--- config.mk ---
export PLATFORM = sky130hd
export DESIGN_NAME = hdr_pack_top
export DESIGN_NICKNAME = d
export VERILOG_FILES = /design/src/rtl/hdr_pack_pkg.sv /design/src/rtl/hdr_pack_ctrl.sv /design/src/rtl/hdr_pack_dp.sv /design/src/rtl/hdr_pack_top.sv
export SDC_FILE = /design/constraint.sdc
export NUM_CORES = 1
export LEC_CHECK = 0
export CAP_MARGIN = 20
export CORE_ASPECT_RATIO = 0.9
export CORE_MARGIN = 2
export CORE_UTILIZATION = 40
export DETAILED_ROUTE_END_ITERATION = 7
export SLEW_MARGIN = 5
export SYNTH_ARGS = -nofsm -noshare
export SYNTH_HDL_FRONTEND = slang
export SYNTH_SLANG_ARGS = --single-unit
--- constraint.sdc ---
create_clock -name clk -period 14.15 [get_ports clk]
set_input_delay 2.83 -clock clk [delete_from_list [all_inputs] [get_ports clk]]
set_output_delay 2.83 -clock clk [all_outputs]
set_load 0.01 [all_outputs]
--- src/rtl/hdr_pack_pkg.sv ---
package hdr_pack_pkg;
  localparam int FIX_W      = 32;
  localparam int FRAC_W     = 16;
  localparam int EXP_W      = 3;
  localparam int MAN_W      = 7;
  localparam int EXP_BIAS   = 4;
  localparam int NUM_CH     = 3;
  localparam int ALPHA_IN_W = 8;
  localparam int ALPHA_W    = 2;
  localparam int PIPE_DEPTH = 3;

  localparam int CODE_W    = EXP_W + MAN_W;
  localparam int WORD_W    = NUM_CH * CODE_W + ALPHA_W;
  localparam int EXP_MAX   = (1 << EXP_W) - 1;
  localparam int LEAD_OFS  = FRAC_W - EXP_BIAS;
  localparam int TOP_BIT   = EXP_MAX + LEAD_OFS;
  localparam int DEN_SHIFT = LEAD_OFS + 1 - MAN_W;
  localparam int SAT_LIMIT = ((1 << (MAN_W + 1)) - 1) << (EXP_MAX + LEAD_OFS - MAN_W);
  localparam int A_MAX     = (1 << ALPHA_W) - 1;
  localparam int AIN_MAX   = (1 << ALPHA_IN_W) - 1;
  localparam int A_REP     = ALPHA_IN_W / ALPHA_W;

  typedef logic [FIX_W-1:0]  fix_t;
  typedef logic [CODE_W-1:0] code_t;
  typedef logic [EXP_W-1:0]  exp_t;

  typedef struct packed {
    logic ld1;
    logic ld2;
    logic ld3;
    logic ldUnpk;
  } strobe_t;
endpackage

--- src/rtl/hdr_pack_ctrl.sv ---
module hdr_pack_ctrl
  import hdr_pack_pkg::*;
(
  input  logic    clk,
  input  logic    rstN,
  input  logic    inValid,
  input  logic    unpkValid,
  output strobe_t stb,
  output logic    outValid,
  output logic    unpkOutValid
);
  logic [PIPE_DEPTH-1:0] vPipe;
  logic                  unpkV;

  always_ff @(posedge clk or negedge rstN) begin
    if (!rstN) begin
      vPipe <= '0;
      unpkV <= 1'b0;
    end else begin
      vPipe <= {vPipe[PIPE_DEPTH-2:0], inValid};
      unpkV <= unpkValid;
    end
  end

  always_comb begin
    stb.ld1    = inValid;
    stb.ld2    = vPipe[0];
    stb.ld3    = vPipe[1];
    stb.ldUnpk = unpkValid;
  end

  assign outValid     = vPipe[PIPE_DEPTH-1];
  assign unpkOutValid = unpkV;
endmodule

--- src/rtl/hdr_pack_dp.sv ---
module hdr_pack_dp
  import hdr_pack_pkg::*;
(
  input  logic                           clk,
  input  logic                           rstN,
  input  strobe_t                        stb,
  input  logic [NUM_CH-1:0][FIX_W-1:0]   inCh,
  input  logic [ALPHA_IN_W-1:0]          inAlpha,
  input  logic [WORD_W-1:0]              unpkWord,
  output logic [WORD_W-1:0]              packWord,
  output logic [NUM_CH-1:0][FIX_W-1:0]   unpkCh,
  output logic [ALPHA_IN_W-1:0]          unpkAlpha
);
  logic [NUM_CH-1:0][CODE_W-1:0] s2Code;
  logic [ALPHA_W-1:0]            alphaQ, s1Alpha, s2Alpha;

  // alpha reduction: count thresholds crossed
  always_comb begin
    alphaQ = '0;
    for (int k = 1; k <= A_MAX; k++) begin
      if ((32'(inAlpha) * A_MAX + AIN_MAX / 2) >= 32'(k * AIN_MAX))
        alphaQ = alphaQ + 1'b1;
    end
  end

  always_ff @(posedge clk or negedge rstN) begin
    if (!rstN) begin
      s1Alpha <= '0;
      s2Alpha <= '0;
    end else begin
      if (stb.ld1) s1Alpha <= alphaQ;
      if (stb.ld2) s2Alpha <= s1Alpha;
    end
  end

  for (genvar c = 0; c < NUM_CH; c++) begin : g_ch
    exp_t        leadExp, s1Exp;
    logic        sat, s1Sat;
    fix_t        s1X;
    logic [5:0]  sh;
    fix_t        quo;
    logic        guardB, stickyB, roundUp;
    logic [CODE_W:0] sum;
    code_t       codeRnd;

    // stage 1: leading-one detect
    always_comb begin
      leadExp = '0;
      for (int b = LEAD_OFS + 1; b <= TOP_BIT; b++) begin
        if (inCh[c][b]) leadExp = EXP_W'(b - LEAD_OFS);
      end
      sat = inCh[c] >= FIX_W'(SAT_LIMIT);
    end

    always_ff @(posedge clk or negedge rstN) begin
      if (!rstN) begin
        s1X   <= '0;
        s1Exp <= '0;
        s1Sat <= 1'b0;
      end else if (stb.ld1) begin
        s1X   <= inCh[c];
        s1Exp <= leadExp;
        s1Sat <= sat;
      end
    end

    // stage 2: shift and round to nearest even
    always_comb begin
      sh      = (s1Exp == '0) ? 6'(DEN_SHIFT) : 6'(s1Exp) + 6'(LEAD_OFS - MAN_W);
      quo     = s1X >> sh;
      guardB  = |((s1X >> (sh - 6'd1)) & FIX_W'(1));
      stickyB = |(s1X & ((FIX_W'(1) << (sh - 6'd1)) - FIX_W'(1)));
      roundUp = guardB & (stickyB | quo[0]);
      sum     = {1'b0, s1Exp, quo[MAN_W-1:0]} + (CODE_W+1)'(roundUp);
      codeRnd = (s1Sat || sum[CODE_W]) ? '1 : sum[CODE_W-1:0];
    end

    always_ff @(posedge clk or negedge rstN) begin
      if (!rstN)        s2Code[c] <= '0;
      else if (stb.ld2) s2Code[c] <= codeRnd;
    end

    // unpack path
    code_t       uCode;
    logic [5:0]  uSh;
    fix_t        uVal;
    always_comb begin
      uCode = unpkWord[c*CODE_W+ALPHA_W +: CODE_W];
      uSh   = (uCode[CODE_W-1:MAN_W] == '0) ? 6'(DEN_SHIFT)
            : 6'(uCode[CODE_W-1:MAN_W]) + 6'(LEAD_OFS - MAN_W);
      uVal  = FIX_W'({(uCode[CODE_W-1:MAN_W] != '0), uCode[MAN_W-1:0]}) << uSh;
    end

    always_ff @(posedge clk or negedge rstN) begin
      if (!rstN)           unpkCh[c] <= '0;
      else if (stb.ldUnpk) unpkCh[c] <= uVal;
    end
  end

  // stage 3: pack
  always_ff @(posedge clk or negedge rstN) begin
    if (!rstN) begin
      packWord  <= '0;
      unpkAlpha <= '0;
    end else begin
      if (stb.ld3)    packWord  <= {s2Code, s2Alpha};
      if (stb.ldUnpk) unpkAlpha <= {A_REP{unpkWord[ALPHA_W-1:0]}};
    end
  end
endmodule

--- src/rtl/hdr_pack_top.sv ---
module hdr_pack_top
  import hdr_pack_pkg::*;
(
  input  logic        clk,
  input  logic        rstN,
  input  logic        inValid,
  input  logic [31:0] inRed,
  input  logic [31:0] inGreen,
  input  logic [31:0] inBlue,
  input  logic [7:0]  inAlpha,
  output logic        outValid,
  output logic [31:0] outWord,
  input  logic        unpkValid,
  input  logic [31:0] unpkWord,
  output logic        unpkOutValid,
  output logic [31:0] unpkRed,
  output logic [31:0] unpkGreen,
  output logic [31:0] unpkBlue,
  output logic [7:0]  unpkAlpha
);
  strobe_t                      stb;
  logic [NUM_CH-1:0][FIX_W-1:0] inCh;
  logic [NUM_CH-1:0][FIX_W-1:0] unpkCh;

  assign inCh = {inRed, inGreen, inBlue};

  hdr_pack_ctrl u_ctrl (
    .clk          (clk),
    .rstN         (rstN),
    .inValid      (inValid),
    .unpkValid    (unpkValid),
    .stb          (stb),
    .outValid     (outValid),
    .unpkOutValid (unpkOutValid)
  );

  hdr_pack_dp u_dp (
    .clk       (clk),
    .rstN      (rstN),
    .stb       (stb),
    .inCh      (inCh),
    .inAlpha   (inAlpha),
    .unpkWord  (unpkWord),
    .packWord  (outWord),
    .unpkCh    (unpkCh),
    .unpkAlpha (unpkAlpha)
  );

  assign unpkRed   = unpkCh[2];
  assign unpkGreen = unpkCh[1];
  assign unpkBlue  = unpkCh[0];
endmodule

# After elaboration in Yosys (flattened, before gate mapping)
# Index checks and enable logic that the tools add are counted.
# Widths: inputs -> output; s select.
# classes
n_addsub,18
multipliers,1
n_lt_le_gt_ge,6
n_shift,12
muxes,33
bitwise,9
reduce_logical,15
# op_table
op,count
$and 32x32->32,3
$ge 32x20->1 const B,3
$reduce_or 32->1,3
$shl 1x6->32 const A,3
$shl 8x6->32,3
$shr 32x6->1,3
$shr 32x6->7,3
$sub 32x1->32 const B,3
$mux 3,14
$mux 6,6
$add 10x1->11,3
$ge 32x10->1 const B,1
$ge 32x8->1 const B,1
$ge 32x9->1 const B,1
$mux 10,3
$add 3x3->4 const B,6
$logic_not 3->1,6
$sub 6x1->6 const B,3
$mux 2,6
$add 10x7->11 const B,1
$mul 8x2->10 const B,1
$reduce_bool 3->1,3
$mux 1,4
$and 1x1->1,3
4 further kinds,8
# totals
regBits,282
input_bits,140
out_inout_bits,138
wordCells,115

# Logic depth before layout (Yosys ltp)
# Gate-level depths: netlist (run 1).
# depth
ltp_word,12
ltp_mapped,25

# By module
# From an unflattened synthesis (run 1), not the netlist that was laid out.
# unflattened
hier_cells,1911
area_unflattened_um2,17618.1
# modules_own_cells
module,n_inst,cells_each,area_per_inst_um2
hdr_pack_dp,1,1905,17503.0
hdr_pack_ctrl,1,6,115.1

# Worst setup path after synthesis (run 1)
# Ideal clock, no wire load.
# synth_path
path_kind,input port to flip-flop
startpoint,in inAlpha[2]
endpoint,reg u_dp.s1Alpha[0]
setup_time_ns,0.077
arrival_ns,5.351
slack_ns,8.721
path_stages,16
cell_sequence,inv_1 -> ha_1 -> inv_1 -> ha_1 -> inv_1 -> o21bai_1 -> a21oi_1 -> nor2_1 -> o31a_1 -> a21oi_1 -> nand3_1 -> o31ai_1 -> inv_1 -> ha_1 -> xor2_1 -> a21oi_1
# synth_between
elab_chain_len,8
elab_cells_between_ends,10
cone_classes,add/sub: 3; mul: 1; order compare: 3; mux: 3
# synth_rtl
item,line,source
"start, declared",hdr_pack_top.sv:10,"input logic [7:0] inAlpha,"
$mul 8x2->10 *,hdr_pack_dp.sv:21,if ((32'(inAlpha) * A_MAX + AIN_MAX / 2) >= 32'(k * AIN_MAX))
$add 10x7->11 *,hdr_pack_dp.sv:21,
$ge 32x8->1,hdr_pack_dp.sv:21,
$mux 1,hdr_pack_dp.sv:21,
$add 1x1->2,hdr_pack_dp.sv:22,alphaQ = alphaQ + 1'b1;
$mux 2,hdr_pack_dp.sv:21,
$add 2x1->2,hdr_pack_dp.sv:22,
$mux 2 *,hdr_pack_dp.sv:21,
"end signal, assigned",hdr_pack_dp.sv:31,if (stb.ld1) s1Alpha <= alphaQ;
"end, declared",hdr_pack_dp.sv:15,"logic [ALPHA_W-1:0] alphaQ, s1Alpha, s2Alpha;"
# Mark *: on every way between the ends. The rest lies on a longest branch, timed or not.
# A chain may end at the register's enable or synchronous reset.

# Final worst setup path (run 1)
# layout_path
startpoint,reg u_dp.g_ch[1].s1Exp[0]
endpoint,reg u_dp.s2Code[10] (netlist bit)
# layout_between
elab_chain_len,12
elab_cells_between_ends,15
cone_classes,add/sub: 4; shift: 3; mux: 2; bitwise: 3; reduce/logical: 3
# layout_rtl
item,line,source
"start, declared",hdr_pack_dp.sv:37,"exp_t leadExp, s1Exp;"
"start signal, assigned",hdr_pack_dp.sv:62,s1Exp <= leadExp;
$add 3x3->4 or $logic_not 3->1 (tied branches),hdr_pack_dp.sv:69,sh = (s1Exp == '0) ? 6'(DEN_SHIFT) : 6'(s1Exp) + 6'(LEAD_OFS - MAN_W);
$mux 6,hdr_pack_dp.sv:69,
$sub 6x1->6,"hdr_pack_dp.sv:71, hdr_pack_dp.sv:72",
$shl 1x6->32,hdr_pack_dp.sv:72,stickyB = |(s1X & ((FIX_W'(1) << (sh - 6'd1)) - FIX_W'(1)));
$sub 32x1->32,hdr_pack_dp.sv:72,
$and 32x32->32,hdr_pack_dp.sv:72,
$reduce_or 32->1,hdr_pack_dp.sv:72,
$or 1x1->1,hdr_pack_dp.sv:73,roundUp = guardB & (stickyB | quo[0]);
$and 1x1->1,hdr_pack_dp.sv:73,
$add 10x1->11 *,hdr_pack_dp.sv:74,"sum = {1'b0, s1Exp, quo[MAN_W-1:0]} + (CODE_W+1)'(roundUp);"
$logic_or 1x1->1,hdr_pack_dp.sv:75,codeRnd = (s1Sat || sum[CODE_W]) ? '1 : sum[CODE_W-1:0];
$mux 10 *,hdr_pack_dp.sv:75,
"end signal, assigned by index",hdr_pack_dp.sv:80,else if (stb.ld2) s2Code[c] <= codeRnd;
"end, declared",hdr_pack_dp.sv:14,logic [NUM_CH-1:0][CODE_W-1:0] s2Code;
# Marked as above.

==> impl_metrics.ini, run 1 <==
[sta]
timing.final.crit_share = 0.492
finalMaxSlewViolations = 0
maxClockFrequency_mhz = 144
fin_crit_ns = 6.97
relSlewSlack = 0.281
layout_setup_ws_ns = 7.18
finalHoldViolCount = 0
grt_setup_unrepaired = false
worst_pin_slew_ns = 1.08
fin_skew_ns = 0.0160
setup_viol = 0
setup_tns_ns = 0

[critical_path]
endpoint_kind = register
cp_max_fo = 35
arrival_ns = 7.44
path_class = register to register
cp_slowest_stage_delay_ns = 0.80
cpMostUsedCell = ha_1
startpoint_type = register
reg2reg_depth = 22
cp_slowest_cell = and2_0
cp.required_ns = 14.62
path_cells = buf_4 -> inv_2 -> ha_1 -> buf_4 -> nor2b_1 -> o21ai_4 -> inv_1 -> ha_1 -> nand2b_1 -> and2_0 -> a21oi_2 -> nand3_1 -> ha_1 -> inv_1 -> a41o_1 -> nor2_1 -> nand2_1 -> o2111a_1 -> a2111o_1 -> nor4_1 -> a31o_1 -> a21oi_1

[synth]
synth_cell_types = 107
ys_seq_elements = 249
seq_area_frac_synth = 0.309
synth_edf_count = 0
syn_inst = 2249
postSynthAreaPerCell_sq_um = 8.96
synthFlopType = dfrtp_1
yosys_warnings = 0
async_flop_share = 1.00
synth_area_sq_um = 20100

[worst_hold_path]
hold_path_depth = 2
worstHoldPathType = register to register

[finish]
regArea_sq_um = 6230
layout.cells.non_filler = 3103
drive_gt1_frac = 0.134
fillerInstances = 4825
nets = 2605
multi_input_comb_area_sq_um = 12700
area_growth_pct = 18.8

[global_route]
antenna_found_initial = 2
grt-ovfl-total = 0
track_usage = 0.254
grt_pass1_vias = 17800
grt_max_degree = 114
grt_pass1_wl_um = 105000

[route]
routed_wl_um = 67900
drcViolationCount = 0
wl_per_cell_um = 21.9
route.vias.total = 18700
drtAntennaViolNets = 0
first_pass_iters = 7
drtIter0Drc = 1794
via_per_inst = 6.01

[floorplanning]
rows = 78
core_sq_um = 50100
fp.dieW_um = 241
die-area_sq_um = 52200
die_h_um = 217
ios = 278
start_util = 0.402

[power_and_ir_drop]
p_switching_mw = 1.00
p_int_mw = 1.68
pwr-share-clk = 0.304
seqPwrFrac = 0.322
swShare = 0.373
pwr-share-comb = 0.374
leakage_nw = 9.31
irDropWorstVdd_uv = 94.7
p_per_area_nw_per_um2 = 112

[clock_network]
cts.sinks = 249
cts_buffers = 30
clk_pin_slew_ns = 0.06
cts_max_path_buffers = 3
clockRootBuffer = clkbuf_16
clock_latency_ns = 0.61
post_cts_buffers = 0
ctsHoldBuffers = 0
cts_htree_levels = 1
cts_tree = yes
ctsResizeCount = 0

[placed_design]
gp_congestion = 1.03
place_ws_ns = 7.41
dp.cells = 3045
io_buffers = 250
hpwl_um = 50000

[job]
max-cap-violations = 0

[outcome]
status = completed
[critical path, delay by kind of cell (launching register included)]
| kind | cells | cell delay (ns) |
|---|---|---|
| AO/OA/AOI/OAI | 7 | 2.18 |
| AND/OR/NAND/NOR | 7 | 2.14 |
| buffers and inverters | 5 | 1.24 |
| adder cells (fa/ha/maj) | 3 | 0.89 |
| flip-flops | 1 | 0.36 |
[metal layers]
metal  track usage  share of wire  vias to the layer above
li1              -              -                     8562
met1         0.373           0.45                     9139
met2         0.378           0.44                      818
met3        0.0491          0.084                      138
met4        0.0710          0.028                        4
met5             0        0.00043                        -
[cells in the mapped netlist, types with 42 or more instances]
library cell    n  area share
dfrtp_1       249        0.31
nor2_1        208       0.039
nand2_1       177       0.033
mux2_2        151       0.084
a21oi_1       127       0.032
o21ai_0       126       0.031
mux2i_1       111       0.055
inv_1          91       0.017
clkbuf_1       88       0.016
ha_1           65       0.040
nand3_1        65       0.016
xnor2_1        50       0.022
buf_4          45       0.017
mux4_2         42       0.047
[path summary, 6_finish.rpt]
check                                      startpoint                   end  slack [ns]
worst max register to register  u_dp.g_ch[1].s1Exp[0]       u_dp.s2Code[10]        7.18
worst min-delay path                  u_dp.unpkCh[22]       u_dp.unpkCh[22]        0.48
worst max-delay path            u_dp.g_ch[1].s1Exp[0]       u_dp.s2Code[10]        7.18
min in group asynchronous                        rstN  u_dp.g_ch[2].s1X[30]        2.27
worst min register to register        u_dp.unpkCh[22]       u_dp.unpkCh[22]        0.48
max in group asynchronous                        rstN       u_dp.unpkCh[66]       10.46
[registers in the layout, summed over array words and instances (netlist names), 3 cells and up]
signal	count
u_ctrl.vPipe	3
u_dp.g_ch.s1Exp	9
u_dp.g_ch.s1Sat	3
u_dp.g_ch.s1X	96
u_dp.packWord	32
u_dp.s2Code	30
u_dp.unpkCh	69
[power groups by stage]
stage / Sequential (mW) / Clock, mW / Combinational [mW]
2_1_floorplan: 0.834 / 0 / 0.698
3_3_place_gp: 0.874 / 0 / 0.985
3_5_place_dp: 0.874 / 0 / 0.982
4_1_cts: 0.861 / 0.842 / 0.987
5_1_grt: 0.871 / 0.869 / 1.09
6_report: 0.865 / 0.816 / 1.00
[through the flow]
step / hold WS (ns) / total power [mW] / instance area, sq um / utilization
final: 0.485 / 2.69 / 23900 / 0.478
after global routing: 0.508 / 2.83 / 23900 / 0.478
after CTS: 0.490 / 2.69 / 23900 / 0.477
after detailed placement: 0.472 / 1.86 / 22800 / 0.456
after global placement: 0.465 / 1.86 / 22800 / 0.456
after floorplan: 0.352 / 1.53 / 20200 / -
[cell families (layout without fill, tap and decap cells)]
group | Yosys count | in the layout | synth area share
AND/OR/NAND/NOR | 676 | 676 | 0.162
AO/OA/AOI/OAI | 603 | 603 | 0.206
multiplexers | 307 | 307 | 0.189
buffers and inverters | 278 | 425 | 0.0628
flip-flops | 249 | 249 | 0.309
XOR/XNOR | 70 | 70 | 0.0304
adder cells (fa/ha/maj) | 65 | 65 | 0.0404
other | 1 | 28 | 0.000186
[cells in the final DEF (no fill, tap or decap), types with 13 or more instances in the layout]
cell             netlist  final
a221oi_1              16     16
nor2_1               208    208
a21oi_1              127    127
mux2_2               151    151
nor3_1                34     34
a211oi_1              23     23
o21ai_0              126    126
nand2_1              177    177
a31oi_1               17     17
ha_1                  65     65
xor2_1                20     20
o211ai_1              25     25
mux4_2                42     42
mux2i_1              111    111
dfrtp_1              249    249
nand2b_1              32     32
a32oi_1               16     16
nand4_1               29     29
clkbuf_16              0     30
buf_4                 45     23
nor4_1                19     19
o2bb2ai_1             37     37
xnor2_1               50     50
and3_1                14     14
a22oi_1               20     20
o22ai_1               21     21
nand3_1               65     65
o31ai_1               14     14
nor2b_1               26     26
conb_1                 1     27
and2_1                13     13
clkdlybuf4s50_1        0    247
inv_1                 91     91
[cell type report]
type / count / share of cell area
sequential: 249 / 0.260
inverter: 97 / 0.0153
antenna: 1 / 0.000105
tap: 680 / 0.0355
clock buffer: 35 / 0.0334
clock inverter: 19 / 0.0102
timing repair buffer: 274 / 0.113
multi-input combinational: 1748 / 0.532
Note: power is estimated with default switching activity, not from simulation.
==> inputs of run 2 (changes only) <==
- clock period: 14.15 -> 6.62 ns (I/O delays scaled with it)
==> run 2 against run 1 <==
Final cell count increased by 0.64%. Power increased by 120%. First-iteration DRC count decreased by 2.0%. Critical path type unchanged.
==> impl_metrics.ini, run 2 (same netlist as run 1, synthesis figures left out) <==
[outcome]
status = completed

[finish]
final_cell_mix = 249 x dfrtp_1, 247 x clkdlybuf4s50_1, 208 x nor2_1
final_common_cell = dfrtp_1
max_flop_register = u_dp.g_ch.s1X
largest_register_ffs = 96
nets = 2624
fin_util = 0.481
layout.cells.non_filler = 3123
largest_registers = u_dp.g_ch.s1X: 96 flops, u_dp.unpkCh: 69 flops, u_dp.packWord: 32 flops
area_growth_pct = 19.6
drive_gt1_frac = 0.141

[floorplanning]
die_h_um = 217
ios = 278
rows = 78
die-area_sq_um = 52200
start_util = 0.402
fp.dieW_um = 241
core_sq_um = 50100

[clock_network]
clk_pin_slew_ns = 0.06
ctsResizeCount = 0
cts.sinks = 249
cts_htree_levels = 1
cts_max_path_buffers = 3
cts_tree = yes
clock_latency_ns = 0.60
ctsHoldBuffers = 0
cts_buffers = 30
post_cts_buffers = 0
clockRootBuffer = clkbuf_16

[power_and_ir_drop]
power_mw = 5.79
p_per_area_nw_per_um2 = 240
irDropWorstVdd_uv = 194
leakage_nw = 9.41

[critical_path]
reg2reg_slack_ns = 0.84
path_cells = inv_1 -> ha_1 -> nand2b_1 -> nand2_1 -> buf_4 -> inv_2 -> ha_1 -> nor4_2 -> buf_4 -> a21oi_1 -> a31oi_1 -> o21ai_1 -> mux2_2 -> a32oi_1 -> nand2_1 -> a2111oi_2 -> a41oi_1 -> o22a_1
arrival_ns = 6.25
cp_slowest_stage_delay_ns = 0.82
cp.required_ns = 7.09
cp_top_family = compound AO/OA/AOI/OAI gates
endpoint_kind = register
reg2reg_depth = 18
cp_max_fo = 20
cp_num_buf_inv = 4
cp_slowest_cell = dfrtp_1
cp.depth = 18
startpoint_type = register
path_class = register to register

[sta]
grt_setup_unrepaired = false
fin_skew_ns = 0.0132
layout_setup_ws_ns = 0.839
setup_tns_ns = 0
maxClockFrequency_mhz = 173
relSlewSlack = 0.300
timing.final.crit_share = 0.873
finalMaxSlewViolations = 0
worst_pin_slew_ns = 1.05
setup_viol = 0
finalHoldViolCount = 0
fin_crit_ns = 5.78

[global_route]
grt_use_met2 = 0.404
grt_pass1_wl_um = 110000
busiest_layer = met2
grtUsageMet1 = 0.389
use_met3 = 0.0448
grt_max_degree = 142
antenna_found_initial = 4
grt-ovfl-total = 0
grt_pass1_vias = 18200
track_usage = 0.267

[route]
drcViolationCount = 0
wl_per_cell_um = 22.7
first_pass_iters = 5
route.vias.total = 18800
routed_wl_um = 70800
drtIter0Drc = 1758
drtAntennaViolNets = 0
via_per_inst = 6.02

[placed_design]
place_ws_ns = 1.05
io_buffers = 250
dp.cells = 3065
hpwl_um = 52700
gp_congestion = 0.984

[worst_hold_path]
hold_path_depth = 1
worstHoldPathType = register to register

[job]
max-cap-violations = 0
## run 2: cell count changes in the layout (fill, tap and decap cells not counted)
cell,previous run,this run
buf_4,23,43
clkbuf_8,3,8
clkinv_2,6,2
buf_12,0,1
buf_16,1,0
buf_2,2,1
bufinv_16,4,3
clkinv_16,1,0
clkinv_8,0,1
inv_6,1,2
## run 2: per-stage QoR
| step | hold slack (ns) | instance area [sq um] |
|---|---|---|
| after floorplan | 0.352 | 20200 |
| after global placement | 0.466 | 23000 |
| after detailed placement | 0.474 | 23000 |
| after CTS | 0.490 | 24100 |
| after global routing | 0.510 | 24100 |
| final | 0.483 | 24100 |
## run 2: cell type report
| cell class | instances | area (sq um) |
|---|---|---|
| antenna | 1 | 2.50 |
| clock buffer | 40 | 868 |
| clock inverter | 15 | 189 |
| fill | 4766 | 26000 |
| inverter | 97 | 367 |
| multi-input combinational | 1748 | 12700 |
| sequential | 249 | 6230 |
| tap | 680 | 851 |
| timing repair buffer | 293 | 2840 |
## run 2: path summary, 6_finish.rpt
path                                        from                   end
min                               u_dp.unpkCh[6]        u_dp.unpkCh[6]
max in group asynchronous                   rstN       u_dp.unpkCh[79]
min in group asynchronous                   rstN  u_dp.g_ch[2].s1X[26]
min reg2reg                       u_dp.unpkCh[6]        u_dp.unpkCh[6]
max reg2reg                u_dp.g_ch[2].s1Exp[0]       u_dp.s2Code[20]
max                        u_dp.g_ch[2].s1Exp[0]       u_dp.s2Code[20]
## run 2: worst reg2reg max path, cell delays in order, from the launching register on
cell	delay, ns
dfrtp_1	0.82
inv_1	0.32
ha_1	0.41
nand2b_1	0.32
nand2_1	0.10
buf_4	0.21
inv_2	0.32
ha_1	0.66
nor4_2	0.12
buf_4	0.20
a21oi_1	0.42
a31oi_1	0.14
o21ai_1	0.26
mux2_2	0.38
a32oi_1	0.19
nand2_1	0.11
a2111oi_2	0.30
a41oi_1	0.20
o22a_1	0.19
## run 2: metal layers
metal | vias to the layer above | routed length (um)
met1 | 9230 | 32100
met5 | - | 37
met2 | 808 | 31200
met3 | 164 | 5340
li1 | 8599 | -
met4 | 6 | 2180
## run 2: power by group
| group | internal (mW) | switching (mW) | leakage [nW] |
|---|---|---|---|
| registers | 1.64 | 0.222 | 2.81 |
| logic | 0.955 | 1.23 | 6.10 |
| clock network | 1.04 | 0.703 | 0.505 |
| total | 3.64 | 2.15 | 9.41 |
